## config.mk

```make
export PLATFORM = sky130hd
export DESIGN_NAME = ackpoll_writer
export DESIGN_NICKNAME = d
export VERILOG_FILES = /design/src/rtl/ackpoll_pkg.sv /design/src/rtl/ackpoll_bitpath.sv /design/src/rtl/ackpoll_seq.sv /design/src/rtl/ackpoll_writer.sv
export SDC_FILE = /design/constraint.sdc
export NUM_CORES = 1
export LEC_CHECK = 0
export BUFFER_PORTS_ARGS = -buffer_cell sky130_fd_sc_hd__buf_2
export CAP_MARGIN = 20
export CORE_MARGIN = 3
export CORE_UTILIZATION = 45
export DETAILED_ROUTE_END_ITERATION = 7
export SLEW_MARGIN = 20
export SYNTH_ARGS = -nofsm -noshare
export SYNTH_HDL_FRONTEND = slang
export SYNTH_SLANG_ARGS = --single-unit
export TNS_END_PERCENT = 30
```

## constraint.sdc

```tcl
create_clock -name clk -period 4 [get_ports clk]
set_input_delay 0.2 -clock clk [delete_from_list [all_inputs] [get_ports clk]]
set_output_delay 0.2 -clock clk [all_outputs]
set_load 0.02 [all_outputs]
```

## src/rtl/ackpoll_pkg.sv

```systemverilog
package ackpoll_pkg;
  typedef enum logic [1:0] {SYM_START, SYM_STOP, SYM_BYTE} symKind_t;

  typedef struct packed {
    logic     go;
    symKind_t kind;
    logic [7:0] byteVal;
  } symCmd_t;
endpackage

```

## src/rtl/ackpoll_bitpath.sv

```systemverilog
module ackpoll_bitpath
  import ackpoll_pkg::*;
#(
  parameter int QTR_CYCLES = 125
) (
  input  logic    clk,
  input  logic    rstN,
  input  symCmd_t cmd,
  input  logic    sdaIn,
  output logic    ready,
  output logic    symDone,
  output logic    ackSeen,
  output logic    sclOe,
  output logic    sdaOe
);
  localparam int DIV_W = (QTR_CYCLES > 1) ? $clog2(QTR_CYCLES) : 1;
  localparam logic [DIV_W-1:0] DIV_LAST = DIV_W'(QTR_CYCLES - 1);
  localparam logic [3:0] ACK_SLOT = 4'd8;

  logic             active;
  symKind_t         kind;
  logic [7:0]       shiftReg;
  logic [3:0]       bitIdx;
  logic [1:0]       phase;
  logic [DIV_W-1:0] divCnt;
  logic             drvScl, drvSda;

  wire qtrEnd  = active && (divCnt == DIV_LAST);
  wire lastBit = (kind != SYM_BYTE) || (bitIdx == ACK_SLOT);

  assign ready = !active;

  // Pull-low pattern for the current quarter of the current symbol
  always_comb begin
    unique case (kind)
      SYM_START: begin drvScl = (phase == 2'd3); drvSda = phase[1];  end
      SYM_STOP:  begin drvScl = (phase == 2'd0); drvSda = !phase[1]; end
      default: begin
        drvScl = (phase == 2'd0) || (phase == 2'd3);
        drvSda = (bitIdx == ACK_SLOT) ? 1'b0 : !shiftReg[7];
      end
    endcase
  end

  always_ff @(posedge clk) begin
    if (!rstN) begin
      active   <= 1'b0;
      kind     <= SYM_STOP;
      shiftReg <= '0;
      bitIdx   <= '0;
      phase    <= '0;
      divCnt   <= '0;
      symDone  <= 1'b0;
      ackSeen  <= 1'b0;
      sclOe    <= 1'b0;
      sdaOe    <= 1'b0;
    end else begin
      symDone <= 1'b0;
      if (!active) begin
        if (cmd.go) begin
          active   <= 1'b1;
          kind     <= cmd.kind;
          shiftReg <= cmd.byteVal;
          bitIdx   <= '0;
          phase    <= '0;
          divCnt   <= '0;
        end
      end else begin
        sclOe <= drvScl;
        sdaOe <= drvSda;
        if (qtrEnd) begin
          divCnt <= '0;
          if (phase == 2'd2 && kind == SYM_BYTE && bitIdx == ACK_SLOT)
            ackSeen <= !sdaIn;
          phase <= phase + 2'd1;
          if (phase == 2'd3) begin
            if (lastBit) begin
              active  <= 1'b0;
              symDone <= 1'b1;
            end else begin
              bitIdx   <= bitIdx + 4'd1;
              shiftReg <= {shiftReg[6:0], 1'b0};
            end
          end
        end else begin
          divCnt <= divCnt + DIV_W'(1);
        end
      end
    end
  end

  // SDA may move while SCL is high only inside a start or stop symbol
  assert_sda_scl_low_R8: assert property (@(posedge clk) disable iff (!rstN)
    ((sdaOe != $past(sdaOe)) && !sclOe && !$past(sclOe)) |-> (kind != SYM_BYTE));

  // The sequencer never issues a symbol while one is in flight
  assert_cmd_when_ready_R4: assert property (@(posedge clk) disable iff (!rstN)
    cmd.go |-> ready);

  assert_done_pulse_R5: assert property (@(posedge clk) disable iff (!rstN)
    symDone |=> !symDone);
endmodule

```

## src/rtl/ackpoll_seq.sv

```systemverilog
module ackpoll_seq
  import ackpoll_pkg::*;
#(
  parameter int MAX_POLLS = 64
) (
  input  logic       clk,
  input  logic       rstN,
  input  logic       start,
  input  logic [6:0] devAddr,
  input  logic [7:0] wordAddr,
  input  logic [7:0] wrData,
  input  logic       ready,
  input  logic       symDone,
  input  logic       ackSeen,
  output symCmd_t    cmd,
  output logic       busy,
  output logic       done,
  output logic       timeoutErr
);
  localparam int CNT_W = $clog2(MAX_POLLS + 1);
  localparam logic [CNT_W-1:0] POLL_LIMIT = CNT_W'(MAX_POLLS);

  typedef enum logic [3:0] {
    ST_IDLE, ST_W_START, ST_W_DEV, ST_W_WORD, ST_W_DATA, ST_W_STOP,
    ST_P_START, ST_P_DEV, ST_P_STOP
  } seqState_t;

  seqState_t        state;
  logic             pending;
  logic             gotAck;
  logic [6:0]       devReg;
  logic [7:0]       wordReg, dataReg;
  logic [CNT_W-1:0] pollCnt;

  always_comb begin
    cmd.go      = (state != ST_IDLE) && !pending && ready;
    cmd.kind    = SYM_BYTE;
    cmd.byteVal = {devReg, 1'b0};
    unique case (state)
      ST_W_START, ST_P_START: cmd.kind = SYM_START;
      ST_W_STOP,  ST_P_STOP:  cmd.kind = SYM_STOP;
      ST_W_WORD:              cmd.byteVal = wordReg;
      ST_W_DATA:              cmd.byteVal = dataReg;
      default: ;
    endcase
  end

  always_ff @(posedge clk) begin
    if (!rstN) begin
      state      <= ST_IDLE;
      pending    <= 1'b0;
      gotAck     <= 1'b0;
      devReg     <= '0;
      wordReg    <= '0;
      dataReg    <= '0;
      pollCnt    <= '0;
      busy       <= 1'b0;
      done       <= 1'b0;
      timeoutErr <= 1'b0;
    end else begin
      if (cmd.go) pending <= 1'b1;
      if (state == ST_IDLE) begin
        if (start) begin
          devReg     <= devAddr;
          wordReg    <= wordAddr;
          dataReg    <= wrData;
          pollCnt    <= '0;
          busy       <= 1'b1;
          done       <= 1'b0;
          timeoutErr <= 1'b0;
          state      <= ST_W_START;
        end
      end else if (symDone) begin
        pending <= 1'b0;
        unique case (state)
          ST_W_START: state <= ST_W_DEV;
          ST_W_DEV:   state <= ST_W_WORD;
          ST_W_WORD:  state <= ST_W_DATA;
          ST_W_DATA:  state <= ST_W_STOP;
          ST_W_STOP:  state <= ST_P_START;
          ST_P_START: state <= ST_P_DEV;
          ST_P_DEV: begin
            gotAck <= ackSeen;
            if (!ackSeen) pollCnt <= pollCnt + CNT_W'(1);
            state <= ST_P_STOP;
          end
          ST_P_STOP: begin
            if (gotAck) begin
              done  <= 1'b1;
              busy  <= 1'b0;
              state <= ST_IDLE;
            end else if (pollCnt == POLL_LIMIT) begin
              timeoutErr <= 1'b1;
              busy       <= 1'b0;
              state      <= ST_IDLE;
            end else begin
              state <= ST_P_START;
            end
          end
          default: state <= ST_IDLE;
        endcase
      end
    end
  end

  assert_flags_excl_R6: assert property (@(posedge clk) disable iff (!rstN)
    !(done && timeoutErr));

  assert_poll_limit_R7: assert property (@(posedge clk) disable iff (!rstN)
    pollCnt <= POLL_LIMIT);

  assert_flags_idle_R9: assert property (@(posedge clk) disable iff (!rstN)
    busy |-> (!done && !timeoutErr));

  assert_hold_args_R10: assert property (@(posedge clk) disable iff (!rstN)
    busy |=> ($stable(devReg) && $stable(wordReg) && $stable(dataReg)));
endmodule

```

## src/rtl/ackpoll_writer.sv

```systemverilog
module ackpoll_writer
  import ackpoll_pkg::*;
#(
  parameter int QTR_CYCLES = 125,
  parameter int MAX_POLLS  = 64
) (
  input  logic       clk,
  input  logic       rstN,
  input  logic       start,
  input  logic [6:0] devAddr,
  input  logic [7:0] wordAddr,
  input  logic [7:0] wrData,
  input  logic       sdaIn,
  output logic       busy,
  output logic       done,
  output logic       timeoutErr,
  output logic       sclOe,
  output logic       sdaOe
);
  symCmd_t cmd;
  logic    ready, symDone, ackSeen;

  ackpoll_seq #(.MAX_POLLS(MAX_POLLS)) seqInst (
    .clk(clk), .rstN(rstN), .start(start), .devAddr(devAddr),
    .wordAddr(wordAddr), .wrData(wrData), .ready(ready),
    .symDone(symDone), .ackSeen(ackSeen), .cmd(cmd),
    .busy(busy), .done(done), .timeoutErr(timeoutErr)
  );

  ackpoll_bitpath #(.QTR_CYCLES(QTR_CYCLES)) pathInst (
    .clk(clk), .rstN(rstN), .cmd(cmd), .sdaIn(sdaIn), .ready(ready),
    .symDone(symDone), .ackSeen(ackSeen), .sclOe(sclOe), .sdaOe(sdaOe)
  );
endmodule

```

; Word level (Yosys, flattened, before mapping)
; Index checks and enable logic that the tools add are counted.
[totals]
regBits = 67
in_bits = 27
output_inout_bits = 5
elab_cells = 142
[classes]
n_addsub = 4
eq_ne = 22
n_mux = 57
bitwise = 2
reduce_logical = 37
[ops]
columns = op, n
row1 = two-way mux 7 bit, 8
row2 = two-way mux 8 bit, 5
row3 = two-way mux 4 bit, 9
row4 = one-hot mux 4 bit (8 select lines), 1
row5 = two-way mux 1 bit, 26
row6 = AND reduction 4 bit, 5
row7 = == test 4 x 3 -> 1 bit (second input constant), 4
row8 = one-hot mux 8 bit (2 select lines), 1
row9 = adder 7 x 1 -> 7 bit (second input constant), 2
row10 = == test 7 bit (second input constant), 2
row11 = inequality test 2 bit (second input constant), 7
row12 = nonzero test 2 bit, 6
row13 = == test 4 x 2 -> 1 bit (second input constant), 2
row14 = == test 4 bit (second input constant), 2
row15 = AND reduction 2 bit, 4
row16 = == test 2 bit (second input constant), 3
row17 = two-way mux 2 bit, 3
row18 = AND reduction 3 bit, 2
row19 = logical AND 1 bit, 5
row20 = zero test 1 bit, 5
row21 = AND reduction 5 bit, 1
row22 = adder 4 x 1 -> 4 bit (second input constant), 1
row23 = == test 4 x 1 -> 1 bit (second input constant), 1
row24 = zero test 2 bit, 2
row25 = other kinds (11), 15

; Logic depth before layout (Yosys ltp)
; Gate-level depths: netlist of the first run.
[depth]
word_depth = 6
mapped_depth = 8
mapped_depth_nobuf = 7

; Cells and area by module
; Synthesis of the first run repeated with hierarchy kept, for this count alone.
[hier_totals]
cells_unflattened = 404
hier_area_um2 = 3345.7
[modules_own_cells]
columns = mod, n_inst, cells_each, area_per_inst_um2, seq_area_each_um2
row1 = ackpoll_seq, 1, 235, 1874.3, 780.7
row2 = ackpoll_bitpath, 1, 169, 1471.4, 560.5

; Worst setup path before layout of the first run
; Ideal clock, no wire load.
[synth_path]
path_type = register to register
startpoint = register pathInst.bitIdx[0]
endpoint = register pathInst.bitIdx[3]
setup_time_ns = 0.070
t_arrival_ns = 1.959
required_ns = 3.930
slack_ns = 1.971
stages_incl_launch_ff = 8
n_path_buf = 0
synth_period_minus_slack_ns = 2.029
cell_sequence = dfxtp_1 inv_1 ha_1 and3b_1 or3b_1 o41a_1 or3_1 a21oi_1
[synth_between]
elab_chain_len = 5
word_cells_on_any_way = 9
cone_classes = 1 x add/sub / 2 x eq/ne / 4 x mux / 2 x reduce/logical
[synth_lines]
columns = item, line_no
row1 = from (decl), ackpoll_bitpath.sv:23  ; logic [3:0] bitIdx;
row2 = from (signal assigned), ackpoll_bitpath.sv:81  ; bitIdx <= bitIdx + 4'd1;
row3 = adder 4 x 1 -> 4 bit, ackpoll_bitpath.sv:81
row4 = two-way mux 4 bit, ackpoll_bitpath.sv:77  ; if (lastBit) begin
row5 = two-way mux 4 bit, ackpoll_bitpath.sv:76  ; if (phase == 2'd3) begin
row6 = two-way mux 4 bit, ackpoll_bitpath.sv:71  ; if (qtrEnd) begin
row7 = two-way mux 4 bit, ackpoll_bitpath.sv:59  ; if (!active) begin
; Parallel ways exist; a longest one is shown, timed or not. The select of a mux whose other input is x is not followed.
; A chain may end at the register's enable or synchronous reset.

; Worst setup path in the final report of the first run
; Same ends and word-level chain as after synthesis.

==> results_dict.tcl, run 1 <==
set metrics [dict create \
    worstPathCellList "inv_1, ha_1, and3b_1, or3b_1, o41a_1, or3_1, a21oi_1" \
    synth_top_area_share_pct 43.44 \
    netlist_top_cells_area "dfxtp_1 43%, nand2_1 8.5%, a21oi_1 7.1%" \
    antenna_cells 0 \
    synthSimpleGateAreaFrac_pct 24.35 \
    drt_iter0_drc 80 \
    via_per_inst 5.425 \
    internal_power_w 0.001022 \
    die_area_um2 7893 \
    areaGrowthSynthToFinish_pct 11.18 \
    fin_skew_ps 7.101 \
    layout-drive-gt1-share_pct 12.62 \
    vdd_drop_max_uv 210.0 \
    grt_pass1_wl_um 11740 \
    synth.avg_cell_area_um2 7.959 \
    grt-ovfl-total 0 \
    crit_required_ps 4260 \
    ys_warn_count 0 \
    post_cts_buffers 0 \
    drv_slew 0 \
    synth-xor-area-share_pct 1.702 \
    first_pass_iters 4 \
    rsz0062_at_grt "false" \
    holdBufCountCts 0 \
    hp-class "in2reg" \
    cts_buffers 9 \
    seq_power_share_pct 52.4 \
    synthesis.nets 424 \
    slew_headroom_pct 30.09 \
    cts_sinks 67 \
    p_sw_w 0.0003591 \
    cp_max_fo 23 \
    max_freq_mhz 398.3 \
    grt_max_degree 41 \
    status "finished, final reports clean" \
    critPathTopFamily "simple AND/OR/NAND/NOR gates" \
    worst-setup-path-type "reg2reg" \
    tns_ps 0 \
    pwr-share-clk_pct 36.8 \
    setup_viol 0 \
    power_w 0.001381 \
    worst_setup_path_start_kind "register" \
    row_count 29 \
    synth_top_family_by_area "simple AND/OR/NAND/NOR gates" \
    place_congestion 0.7997 \
    dp_hpwl_um 4650 \
    layout_min_cycle_time_ps 2511 \
    cp_num_buf_inv 1 \
    cp-end-kind "register" \
    utilization_pct 52.86 \
    synthesis.area_um2 3088 \
    nNetsFinal 444 \
    p_leak_nw 1.314 \
    synth.yosys.seq_area_share_pct 43.44 \
    muxShareOfSynthArea_pct 0.6483 \
    route.vias.total 2653 \
    dp.cells 474 \
    ys_types 49 \
    routed_wl_um 6897 \
    finalNonFillerCells 489 \
    period_share_pct 62.77 \
    die_h_um 88.84 \
    clk_path_buf_depth 2 \
    core-area_um2 6495 \
    hold_viol 0 \
    cts_root_buf "clkbuf_8" \
    power_density_nw_per_um2 402.3 \
    drv_cap 0 \
    clkTransAtPathRegs_ps 70 \
    hold_ws_ps 51.16 \
    drc 0 \
    cp_slowest_cell "o41a_1" \
    drtAntennaViolNets 0 \
    tightestPinTransition_ps 1048 \
    comb_power_share_pct 10.9 \
    yosys.area_share.adder_pct 3.647 \
    drt-wirelength-per-cell_um 14.10 \
    ios 32 \
    die_w_um 88.84 \
    start_util_pct 47.54 \
    port_buffers 31 \
    cts_resized 0 \
    synthCells 388 \
    cp_data_arrival_time_ps 2780 \
    critPathMaxStageDelay_ps 660 \
    worst_skew_pair.late_latency_ps 330 \
    synth_compound_area_share_pct 21.27 \
    power.share.switching_pct 26.00 \
    cts_tree "yes" \
    ys_ff_latch 67 \
    h-tree-depth 3 \
    antenna_found_initial 0 \
    yosys.area.top_type "dfxtp_1" \
    grt_pass1_vias 2495 \
    grtUsageTotal_pct 19.10 \
]
==> power groups by stage <==
| stage | registers, W | logic [W] | clock network (W) |
|---|---|---|---|
| final | 0.000723 | 0.000150 | 0.000508 |
| after global routing | 0.000728 | 0.000171 | 0.000553 |
| after CTS | 0.000724 | 0.000151 | 0.000527 |
| after detailed placement | 0.000739 | 0.000151 | 0 |
| after global placement | 0.000737 | 0.000148 | 0 |
| after floorplan | 0.000733 | 0.000110 | 0 |
==> layout make-up <==
type,instances,area (µm²)
fillers,644,3062
well taps,77,96.34
repair buffers,33,170.2
clock inverters,2,10.01
multi-input cells,283,1594
flip-flops and latches,67,1341
clock buffers,13,168.9
inverters,14,52.55
==> metal layers <==
metal / global-route usage [%] / part of all wire (%) / wire [µm] / up-vias
li1: - / - / - / 1395
met1: 27.52 / 53 / 3624 / 1212
met2: 27.26 / 44 / 3018 / 41
met3: 4.469 / 3.1 / 214 / 5
met4: 7.830 / 0.58 / 40 / 0
met5: 0 / 0 / 0 / -
==> final timing paths <==
| path | from | endpoint | slack, ps | cells after the start |
|---|---|---|---|---|
| min | sdaIn | pathInst.ackSeen$_SDFFE_PN0P_ | 50 | 2 |
| max reg2reg | pathInst.bitIdx[0]$_SDFFE_PN0P_ | pathInst.bitIdx[3]$_SDFFE_PN0P_ | 1490 | 7 |
| min reg2reg | seqInst.done$_SDFFE_PN0P_ | seqInst.done$_SDFFE_PN0P_ | 450 | 2 |
| max | pathInst.bitIdx[0]$_SDFFE_PN0P_ | pathInst.bitIdx[3]$_SDFFE_PN0P_ | 1490 | 7 |
==> through the flow <==
step / instance area, µm² / setup slack [ps]
4_1_cts: 3433 / 1494
3_3_place_gp: 3254 / 1588
6_report: 3433 / 1489
2_1_floorplan: 3088 / 1971
5_1_grt: 3433 / 1315
3_5_place_dp: 3254 / 1507
==> state kept, by name, indices dropped and copies added, names as in the netlist <==
signal,count
pathInst.shiftReg,8
seqInst.dataReg,8
seqInst.wordReg,8
pathInst.divCnt,7
seqInst.devReg,7
seqInst.pollCnt,7
pathInst.bitIdx,4
seqInst.state,4
pathInst.kind,2
pathInst.phase,2
pathInst.ackSeen,1
pathInst.active,1
pathInst.sclOe,1
pathInst.sdaOe,1
pathInst.symDone,1
seqInst.busy,1
seqInst.done,1
seqInst.gotAck,1
seqInst.pending,1
seqInst.timeoutErr,1
==> cell usage in the layout (no fill, tap or decap), drive strengths merged, types with 8 or more instances in the layout <==
cell / count
clkbuf: 13
a211oi: 10
nand3: 12
dfxtp: 67
o21ai: 20
o31ai: 8
inv: 13
a21oi: 44
nand2: 70
buf: 33
nor2: 35
ha: 9
==> cells in the mapped netlist (all sizes together) <==
library cell and n:
or4b 1, nor2 35, xor2 6, nor4 3
nor4b 1, a22oi 2, ha 9, a31oi 1
o32ai 1, nand4 6, a211oi 10, o21a 1
a311oi 2, nand2b 2, buf 9, or3 4
nor3 6, and2 4, o21ai 20, nand3 12
a21o 1, nor2b 5, nand3b 1, nor3b 4
a21boi 1, nand2 70, clkinv 1, mux2i 2
o22ai 3, o311ai 1, dfxtp 67, a2bb2oi 1
and3b 1, and4b 1, or3b 1, a21oi 44
inv 13, o31ai 8, o41a 1, o211ai 2
or4 1, clkbuf 15, and3 2, a22o 7
==> worst register-to-register path: cells and delay by family, from the launching register on <==
family / cells / cell delay, ps
and+or+nand+nor: 3 / 980
buffers and inverters: 1 / 70
AOI/OAI and AO/OA: 2 / 810
adders and majority gates: 1 / 190
DFF: 1 / 390
==> logic make-up after synthesis <==
group	Yosys count
AO/OA/AOI/OAI	106
XOR/XNOR	6
adder cells (fa/ha/maj)	9
buffers and inverters	38
flip-flops	67
multiplexers	2
AND/OR/NAND/NOR	160
Power figures use the tool's default switching activity.
==> run 2: changes to the inputs <==
PLACE_DENSITY = 0.66   (was default)
clock period = 2.1 ns   (was 4 ns; I/O delays follow)
==> run 2 against run 1 <==
Against the previous run: the run now ends with setup timing left; sequential share of layout area is 4.7 points lower; utilization grew 7.3 points; flip-flop and latch count did not move; register-to-register slack lost 1500 ps; global-route usage increased by 0.84 points; highest routed layer unchanged.
==> results_dict.tcl, run 2 (synthesis gave the netlist of run 1 again) <==
set metrics [dict create \
    dpl_cell_area_um2 3410 \
    nNetsFinal 481 \
    layout_min_cycle_time_ps 2121 \
    cts_tree "yes" \
    p_leak_nw 1.540 \
    setup_viol 1 \
    drtAntennaViolNets 0 \
    cts_buffers 9 \
    die_area_um2 7893 \
    tightestPinTransition_ps 502.2 \
    die_h_um 88.84 \
    worst_setup_path_start_kind "register" \
    vdd_drop_max_uv 592.6 \
    row_count 29 \
    worst-setup-path-type "reg2reg" \
    grt_pass1_vias 2580 \
    place_congestion 0.7682 \
    first_pass_iters 4 \
    utilization_pct 60.12 \
    antenna_cells 0 \
    slew_headroom_pct 66.05 \
    fin_skew_ps 7.922 \
    cp-end-kind "register" \
    final_cell_mix "70 x nand2_1, 65 x dfxtp_1, 43 x a21oi_1" \
    cp_data_arrival_time_ps 2390 \
    drt-wirelength-per-cell_um 13.73 \
    drv_slew 0 \
    grt_max_degree 25 \
    h-tree-depth 3 \
    cts_root_buf "clkbuf_8" \
    fin_ws_ps -20.79 \
    dp_hpwl_um 4740 \
    rr_worst_depth 7 \
    ios 32 \
    min_path_cells 3 \
    power_density_nw_per_um2 816.2 \
    drv_cap 0 \
    cts_sinks 67 \
    rsz0062_at_grt "true" \
    route.vias.total 2839 \
    period_share_pct 101.0 \
    grt-ovfl-total 0 \
    tns_ps -20.79 \
    crit_required_ps 2370 \
    status "complete, but fails checks" \
    layout_commonest_cell "nand2_1" \
    hold_ws_ps 8.260 \
    die_w_um 88.84 \
    start_util_pct 47.54 \
    cp_max_fo 5 \
    max_freq_mhz 471.5 \
    drt_iter0_drc 193 \
    routed_wl_um 7236 \
    violations "setup timing" \
    stdcell_area_um2 3905 \
    core-area_um2 6495 \
    grt_pass1_wl_um 12200 \
    pre_cts_slack_ps -24.13 \
    hold_viol 0 \
    top_regs "pathInst.shiftReg: 8 flops, seqInst.dataReg: 8 flops, seqInst.wordReg: 8 flops" \
    drc 0 \
    worst_skew_pair.late_latency_ps 340 \
    clk_path_buf_depth 2 \
    areaGrowthSynthToFinish_pct 26.46 \
    seq_area_um2 1344 \
    grtUsageTotal_pct 19.94 \
    port_buffers 31 \
    layout-drive-gt1-share_pct 19.56 \
    multiInputGateArea_um2 1647 \
    hp-class "in2reg" \
    clkTransAtPathRegs_ps 70 \
    num-fill-cells 569 \
    via_per_inst 5.387 \
    antenna_found_initial 0 \
]
[run 2: cell types whose count changed in the layout (fill, tap and decap cells not counted), sizes merged, moves of 3 or more]
| cell | change |
|---|---|
| buf | +21 |
| dlygate4sd3 | +15 |
| bufinv | +4 |
| clkbuf | -3 |
[run 2: worst max-delay path, stage by stage, from the launching register on]
cell and delay [ps]:
dfxtp_2 340, inv_2 30, ha_2 160, and3b_1 170
or3b_4 380, o41a_1 460, or3_4 360, a21oi_2 140
[run 2: metrics by stage]
stage	cells	power, W
after global placement	493	0.001723
after floorplan	388	0.001605
after detailed placement	493	0.001730
after CTS	523	0.003192
final	527	0.003187
after global routing	527	0.003316
[run 2: area by class of cell]
cell class	count	area share [%]
multi-input cells	284	42.17
flip-flops and latches	67	34.41
repair buffers	69	12.59
clock buffers	10	3.525
clock inverters	6	3.492
well taps	77	2.467
inverters	14	1.346
[run 2: timing repair]
action                                 in CTS  in global routing
gates cloned                                0                  2
endpoints found under the hold margin      14                  1
hold buffers                               14                  1
setup buffers                               0                  1
resized for setup                           1                 13
pin swaps                                   1                  4
setup endpoints to repair                  10                 14
[run 2: power by group]
group	internal, W	total, W	switching [W]
Combinational	0.000163	0.000364	0.000201
Sequential	0.00133	0.00138	0.0000498
Clock	0.000943	0.00145	0.000503
[run 2: path summary, 6_finish.rpt]
check / from / end / slack [ps]
worst min register to register: seqInst.done$_SDFFE_PN0P_ / seqInst.done$_SDFFE_PN0P_ / 450
worst max register to register: pathInst.bitIdx[0]$_SDFFE_PN0P_ / pathInst.bitIdx[0]$_SDFFE_PN0P_ / -20
worst max-delay path: pathInst.bitIdx[0]$_SDFFE_PN0P_ / pathInst.bitIdx[0]$_SDFFE_PN0P_ / -20
worst min-delay path: wordAddr[2] / seqInst.wordReg[2]$_SDFFE_PN0P_ / 8
[run 2: layer usage]
| metal | GRT usage, % | share of wire, % | up-vias |
|---|---|---|---|
| li1 | - | - | 1476 |
| met1 | 27.23 | 49 | 1296 |
| met2 | 29.82 | 45 | 55 |
| met3 | 5.959 | 4.6 | 12 |
| met4 | 7.143 | 1.6 | 0 |
| met5 | 0 | 0 | - |
==> run 3: changes to the inputs <==
CORE_UTILIZATION = 52   (was 45)
PLACE_DENSITY = 0.75   (was 0.66)
==> run 3 against run 2 <==
Against the previous run: the flow still finishes with violations (setup timing); power down 9.3%; via count up 1.1%; cell area down 2.3%.
==> results_dict.tcl, run 3 (synthesis gave the netlist of run 1 again) <==
set metrics [dict create \
    status "complete, but fails checks" \
    violations "setup timing" \
    areaGrowthSynthToFinish_pct 23.58 \
    row_count 27 \
    rsz0062_at_grt "true" \
    hp-class "in2reg" \
    r2r_slack_ps -4 \
    dr_wl_met3_um 286 \
    fin_skew_ps 10.12 \
    clkTransAtPathRegs_ps 70 \
    power_w 0.002892 \
    slew_headroom_pct 61.47 \
    p_leak_nw 1.503 \
    cp_data_arrival_time_ps 2380 \
    via_per_inst 5.519 \
    drtAntennaViolNets 0 \
    cp_max_fo 5 \
    stdcell_area_um2 3816 \
    routed_wl_um 7209 \
    drv_slew 0 \
    drc 0 \
    cts_root_buf "clkbuf_8" \
    grt_max_degree 28 \
    antenna_found_initial 0 \
    port_buffers 31 \
    crit_path_start "pathInst.bitIdx[0]$_SDFFE_PN0P_" \
    die_w_um 83.06 \
    layout_min_cycle_time_ps 2104 \
    worstPathCellList "inv_1, ha_1, and3b_1, or3b_4, o41a_1, or3_1, a21oi_2" \
    min_path_cells 3 \
    antenna_cells 0 \
    cp-end-kind "register" \
    hold_viol 0 \
    cts_sinks 67 \
    drv_cap 0 \
    h-tree-depth 3 \
    place_congestion 0.8133 \
    power_density_nw_per_um2 757.9 \
    seq_area_um2 1344 \
    worst_skew_pair.late_latency_ps 340 \
    setup_viol 3 \
    route.vias.total 2870 \
    cp_slowest_cell "o41a_1" \
    wl_met1_um 3463 \
    max_freq_mhz 475.3 \
    dr.max_layer_used "met4" \
    layout_commonest_cell "nand2_1" \
    grt_pass1_wl_um 12070 \
    vdd_drop_max_uv 682.9 \
    cts_tree "yes" \
    multiInputGateArea_um2 1627 \
    ios 32 \
    drt-wirelength-per-cell_um 13.86 \
    worst-setup-path-type "reg2reg" \
    min_from "devAddr[5]" \
    tightestPinTransition_ps 574.4 \
    top_regs "pathInst.shiftReg: 8 flops, seqInst.dataReg: 8 flops, seqInst.wordReg: 8 flops" \
    hold_ws_ps 13.93 \
    period_share_pct 100.2 \
    fin_ws_ps -4.147 \
    final_cell_mix "70 x nand2_1, 65 x dfxtp_1, 42 x a21oi_1" \
    worst_setup_path_start_kind "register" \
    core-area_um2 5642 \
    start_util_pct 54.73 \
    dpl_cell_area_um2 3381 \
    post_cts_buffers 0 \
    drt_iter0_drc 118 \
    grt-ovfl-total 0 \
    grtUsageTotal_pct 21.08 \
    layout-drive-gt1-share_pct 17.19 \
    grt_pass1_vias 2647 \
    die_area_um2 6899 \
    cts_buffers 9 \
    num-fill-cells 482 \
    critPathMaxStageDelay_ps 440 \
    first_pass_iters 4 \
    dp_hpwl_um 4672 \
    r2r-start "pathInst.bitIdx[0]$_SDFFE_PN0P_" \
    die_h_um 83.06 \
    rr_worst_depth 7 \
    clk_path_buf_depth 2 \
    route.met2.wl_um 3358 \
    crit_required_ps 2370 \
    nNetsFinal 479 \
]
[run 3: repair_timing]
| action | 4_1_cts | 5_1_grt |
|---|---|---|
| hold buffers | 18 | 0 |
| setup endpoints to repair | 11 | 14 |
| endpoints found under the hold margin | 18 | 0 |
| gates cloned | 0 | 1 |
| pin swaps | 1 | 7 |
| resized for setup | 0 | 8 |
[run 3: metal layers]
metal  vias up  GRT usage, %
met5         -             0
li1       1474             -
met4         0         7.727
met1      1329         27.54
met2        58         33.38
met3         9         5.655
[run 3: metrics by stage]
stage	worst slack, ps	cells	TNS [ps]	util (%)
final	-4.147	520	-7.225	67.64
after global routing	-75.42	520	-357.3	67.64
after CTS	2.259	519	0	66.96
after detailed placement	-48.73	485	-124.6	59.92
after global placement	12.19	485	0	59.92
after floorplan	70.79	388	0	-
[run 3: critical path, delay by kind of cell, from the launching register on]
family	cells	cell delay, ps
AO/OA/AOI/OAI	2	560
flip-flops	1	330
buffers and inverters	1	50
adder cells (fa/ha/maj)	1	180
AND/OR/NAND/NOR	3	920
[run 3: worst paths after layout]
check | to
max | pathInst.bitIdx[2]$_SDFFE_PN0P_
min reg2reg | pathInst.sdaOe$_SDFFE_PN0P_
max reg2reg | pathInst.bitIdx[2]$_SDFFE_PN0P_
min | seqInst.devReg[5]$_SDFFE_PN0P_
[run 3: where the power goes]
part	internal (W)	switching, W	total, W
sequential	0.00133	0.0000438	0.00137
clock	0.000665	0.000495	0.00116
combinational	0.000157	0.000204	0.000361
total	0.00215	0.000742	0.00289
[run 3: area by class of cell]
type / count / area share, %
flip-flops and latches: 67 / 35.21
well taps: 72 / 2.361
repair buffers: 67 / 12.75
multi-input cells: 284 / 42.62
inverters: 14 / 1.377
clock inverters: 7 / 2.426
clock buffers: 9 / 3.246
